File: src/rtl/booth_mul_pkg.sv
package booth_mul_pkg;
  // per-digit select strobes from the recoder to the datapath
  typedef struct packed {
    logic isZero;
    logic isDouble;
    logic isNeg;
  } boothSel_t;
endpackage

File: src/rtl/booth_recoder.sv
module booth_recoder #(
  parameter int WIDTH = 8
) (
  input  logic [WIDTH-1:0]                            multiplier,
  output booth_mul_pkg::boothSel_t [WIDTH/2-1:0]      sel
);
  localparam int NPP = WIDTH / 2;

  for (genvar i = 0; i < NPP; i++) begin : gDigit
    logic [2:0] win;
    if (i == 0) begin : gLow
      assign win = {multiplier[1], multiplier[0], 1'b0};
    end else begin : gHigh
      assign win = multiplier[2*i+1 -: 3];
    end

    // R3 encoding
    assign sel[i].isZero   = (win == 3'b000) || (win == 3'b111);
    assign sel[i].isDouble = (win == 3'b011) || (win == 3'b100);
    assign sel[i].isNeg    = win[2] & ~(win[1] & win[0]);

    int winVal;
    int selVal;
    always_comb begin
      winVal = (win[1] ? 1 : 0) + (win[0] ? 1 : 0) - (win[2] ? 2 : 0);
      selVal = sel[i].isZero ? 0 : (sel[i].isDouble ? 2 : 1);
      if (sel[i].isNeg) selVal = -selVal;
      assert_window_decode_R3: assert (selVal == winVal);
    end
  end
endmodule

File: src/rtl/booth_datapath.sv
module booth_datapath #(
  parameter int WIDTH = 8
) (
  input  logic [WIDTH-1:0]                       multiplicand,
  input  booth_mul_pkg::boothSel_t [WIDTH/2-1:0] sel,
  output logic [2*WIDTH-1:0]                     sumVec,
  output logic [2*WIDTH-1:0]                     carryVec,
  output logic [2*WIDTH-1:0]                     product
);
  localparam int PW   = 2 * WIDTH;
  localparam int NPP  = WIDTH / 2;
  localparam int NROW = NPP + 1;

  logic [PW-1:0]  rows [NROW];
  logic [PW-1:0]  corrVec;
  logic [WIDTH:0] mExt;

  assign mExt = {multiplicand[WIDTH-1], multiplicand};

  for (genvar i = 0; i < NPP; i++) begin : gRow
    logic [WIDTH:0] mag;
    logic [WIDTH:0] pick;
    logic [PW-1:0]  magWide;
    logic [PW-1:0]  ext;

    assign mag     = sel[i].isDouble ? {multiplicand, 1'b0} : mExt;
    assign pick    = sel[i].isZero ? '0 : (sel[i].isNeg ? ~mag : mag);
    assign ext     = {{(PW-WIDTH-1){pick[WIDTH]}}, pick};
    assign magWide = {{(PW-WIDTH-1){mag[WIDTH]}}, mag};
    assign rows[i] = ext << (2*i);

    always_comb begin
      if (sel[i].isZero) begin
        assert_zero_row_R4: assert (rows[i] == '0);
      end
      if (sel[i].isNeg && !sel[i].isZero) begin
        assert_neg_row_R5: assert (PW'(rows[i] + (PW'(1) << (2*i))) ==
                                   PW'(PW'(0) - (magWide << (2*i))));
      end
    end
  end

  // correction ones for negated rows, one per digit at its LSB
  always_comb begin
    corrVec = '0;
    for (int i = 0; i < NPP; i++) corrVec[2*i] = sel[i].isNeg;
  end
  assign rows[NPP] = corrVec;

  // linear carry-save chain
  logic [PW-1:0] sAcc [1:NROW-1];
  logic [PW-1:0] cAcc [1:NROW-1];
  assign sAcc[1] = rows[0];
  assign cAcc[1] = rows[1];
  for (genvar k = 2; k < NROW; k++) begin : gCsa
    assign sAcc[k] = sAcc[k-1] ^ cAcc[k-1] ^ rows[k];
    assign cAcc[k] = ((sAcc[k-1] & cAcc[k-1]) | (sAcc[k-1] & rows[k]) |
                      (cAcc[k-1] & rows[k])) << 1;
  end

  assign sumVec   = sAcc[NROW-1];
  assign carryVec = cAcc[NROW-1];
  assign product  = sumVec + carryVec;
endmodule

File: src/rtl/booth_mul8.sv
module booth_mul8 #(
  parameter int WIDTH = 8
) (
  input  logic [WIDTH-1:0]   multiplicand,
  input  logic [WIDTH-1:0]   multiplier,
  output logic [2*WIDTH-1:0] product,
  output logic [2*WIDTH-1:0] sumVec,
  output logic [2*WIDTH-1:0] carryVec
);
  localparam int PW = 2 * WIDTH;

  booth_mul_pkg::boothSel_t [WIDTH/2-1:0] sel;

  booth_recoder #(.WIDTH(WIDTH)) uRecoder (
    .multiplier (multiplier),
    .sel        (sel)
  );

  booth_datapath #(.WIDTH(WIDTH)) uDatapath (
    .multiplicand (multiplicand),
    .sel          (sel),
    .sumVec       (sumVec),
    .carryVec     (carryVec),
    .product      (product)
  );

  logic signed [PW-1:0] refProd;
  assign refProd = $signed(multiplicand) * $signed(multiplier);

  always_comb begin
    assert_product_R1: assert (product == refProd);
    assert_carry_lsb_R2: assert (carryVec[0] == 1'b0);
    if (multiplier == '0) begin
      assert_zero_operand_R4: assert (product == '0);
    end
  end
endmodule

File: config.mk
export PLATFORM = sky130hd
export DESIGN_NAME = booth_mul8
export DESIGN_NICKNAME = d
export VERILOG_FILES = /design/src/rtl/booth_mul_pkg.sv /design/src/rtl/booth_recoder.sv /design/src/rtl/booth_datapath.sv /design/src/rtl/booth_mul8.sv
export SDC_FILE = /design/constraint.sdc
export NUM_CORES = 1
export LEC_CHECK = 0
export BUFFER_PORTS_ARGS = -buffer_cell sky130_fd_sc_hd__buf_2
export CORE_MARGIN = 1.5
export CORE_UTILIZATION = 45
export DETAILED_ROUTE_END_ITERATION = 6
export PLACE_DENSITY = 0.71
export SYNTH_ARGS = -nofsm -noshare
export SYNTH_HDL_FRONTEND = slang
export SYNTH_SLANG_ARGS = --single-unit
File: constraint.sdc
create_clock -name vclk -period 13
set_input_delay 1.3 -clock vclk [all_inputs]
set_output_delay 1.3 -clock vclk [all_outputs]
set_load 0.03 [all_outputs]
==> results.py <==
metrics = {
    "yosys": {
        "syn_area_mm2": 0.002162,
        "yosysSeqAreaShare_pct": 0,
        "synthCells": 286,
        "yosysTopAreaCellShare_pct": 18.52,
        "yosys.cell_count.top_type": "ha_1",
        "synth.distinct_cells": 42,
        "synthAdderAreaFrac_pct": 34.72,
        "synth_area_leaders": "fa_1 19%, ha_1 16%, xor2_1 8.9%, xnor2_1 6.9%, o21ai_0 4.9%",
        "ys_warn_count": 0,
        "synthXorXnorAreaFrac_pct": 15.80,
        "avgSynthCellArea_um2": 7.560,
        "synth_top_family_by_area": "adder cells",
        "synth_top_cell_by_area": "fa_1",
        "synth_mux_area_share_pct": 0.4630,
        "ys_top_cells_by_count": "28 x ha_1, 27 x nand2_1, 26 x inv_1",
        "synth-compound-area-share_pct": 22.63,
        "yosys.area_share.simple_pct": 17.19,
    },
    "setup_path": {
        "crit_fanout": 17,
        "crit_required_ns": 11.70,
        "cp.arrival_ns": 5.44,
        "cp-start-kind": "input pin",
        "worst_setup_path_end_kind": "output pin",
        "timing_worst_setup_path_type": "input pin to output pin",
    },
    "outcome": {
        "status": "complete, no violations",
    },
    "placed_design": {
        "portBuffers": 61,
        "place.gp.congestion": 0.8275,
        "dp_hpwl_mm": 4.313,
        "dp.cells": 383,
    },
    "drt": {
        "ant_nets": 0,
        "routed_via_density": 5.611,
        "drtIter0Drc": 117,
        "drc": 0,
        "num_vias": 2149,
        "first_pass_iters": 4,
        "routed_wirelength_mm": 5.055,
        "wl_per_cell_um": 13.20,
    },
    "clock_network": {
        "post_cts_buffers": 0,
        "ctsResizeCount": 0,
        "postCtsHoldBufs": 0,
    },
    "final_layout": {
        "seq_cell_count": 0,
        "drive_gt1_share_pct": 20.06,
        "fin_cells": 383,
        "clkbuf_count": 0,
        "final_util_pct": 52.46,
        "diodes": 0,
        "area_delta_synth_final_pct": 13.08,
        "nNetsFinal": 395,
        "seq_area_um2": 0,
    },
    "sta": {
        "period_needed_ns": 6.741,
        "rsz0062_at_grt": "no",
        "clock.fmax_mhz": 148.3,
        "relSlewSlack_pct": 59.66,
        "hold_violations": 0,
        "setup_viol": 0,
        "period_share_pct": 51.86,
        "slew_viol_final": 0,
        "tns_ns": 0,
        "worst_pin_slew_ns": 0.6008,
    },
    "die": {
        "die_area_mm2": 0.005229,
        "core_mm2": 0.004661,
        "die_y_um": 72.32,
        "ios": 64,
        "start_util_pct": 46.39,
        "std_cell_rows": 25,
        "die_w_um": 72.32,
    },
    "global_routing": {
        "antenna_found_initial": 0,
        "grt_max_degree": 23,
        "track_usage_pct": 18.70,
        "grt_pass1_vias": 1787,
        "grt_pass1_wl_mm": 8.100,
        "gr-total-overflow": 0,
    },
    "min_path": {
        "hold_depth": 3,
        "hp-class": "input pin to output pin",
    },
    "power_and_ir_drop": {
        "peakVddDrop_uv": 259.2,
        "power_leakage_nw": 1.253,
        "power_density_mw_per_mm2": 251.8,
    },
    "run": {
        "max_cap_viol_count": 0,
    },
}
[worst paths after layout]
check                            from           to
worst max-delay path    multiplier[3]  product[14]
worst min-delay path  multiplicand[0]   product[0]
[per-stage QoR]
| stage | power (W) | instance area, µm² | worst slack, ns | hold slack (ns) |
|---|---|---|---|---|
| after floorplan | 0.0004874 | 2170 | 6.395 | 2.833 |
| after global placement | 0.0006129 | 2445 | 6.383 | 3.122 |
| after detailed placement | 0.0006181 | 2445 | 6.323 | 3.124 |
| after CTS | 0.0006210 | 2445 | 6.297 | 3.125 |
| after global routing | 0.0006697 | 2445 | 5.968 | 3.151 |
| final | 0.0006157 | 2445 | 6.259 | 3.125 |
[per-layer routing]
metal	global-route usage [%]	vias up	routed length [µm]
li1	-	1063	-
met1	27.24	1013	2272
met2	33.44	73	2513
met3	0	0	269
met4	0	0	0
met5	0	-	0
[cells in the final DEF (no fill, tap or decap), drive strengths merged, types with 3 or more instances in the layout]
master / n
xor2: 22
a211oi: 3
nand3: 8
fa: 20
nand2: 27
a21oi: 19
nor2: 20
xnor2: 17
a22oi: 7
conb: 3
ha: 28
o221ai: 6
nand2b: 11
o21ai: 23
inv: 26
buf: 61
[final cells by class]
type / count / area, µm²
Multi-Input combinational cell: 242 / 1974
Tap cell: 54 / 67.56
Inverter: 26 / 97.59
Timing Repair Buffer: 61 / 305.3
Fill cell: 476 / 2216
[cells by family after synthesis]
group / Yosys count
buffers and inverters: 46
AOI/OAI and AO/OA: 72
muxes: 1
and+or+nand+nor: 79
adders and majority gates: 48
xor gates and xnor gates: 39
other: 1
[where the power goes]
part           switching, W  internal, W  leakage (nW)
sequential                0            0             0
combinational      0.000413     0.000203          1.25
clock                     0            0             0
[critical path, cell delays in order]
cell and delay (ns):
buf_2 0.30, nand2_1 0.13, nor2_1 0.37, a22oi_1 0.16
o21ai_0 0.15, fa_1 0.43, inv_1 0.08, fa_1 0.43
fa_1 0.51, inv_1 0.05, ha_1 0.36, nand3b_1 0.14
o21ai_1 0.33, a21oi_1 0.12, o21ai_0 0.22, xor2_1 0.16
buf_2 0.21
No activity file was read; power rests on OpenSTA's default activity.
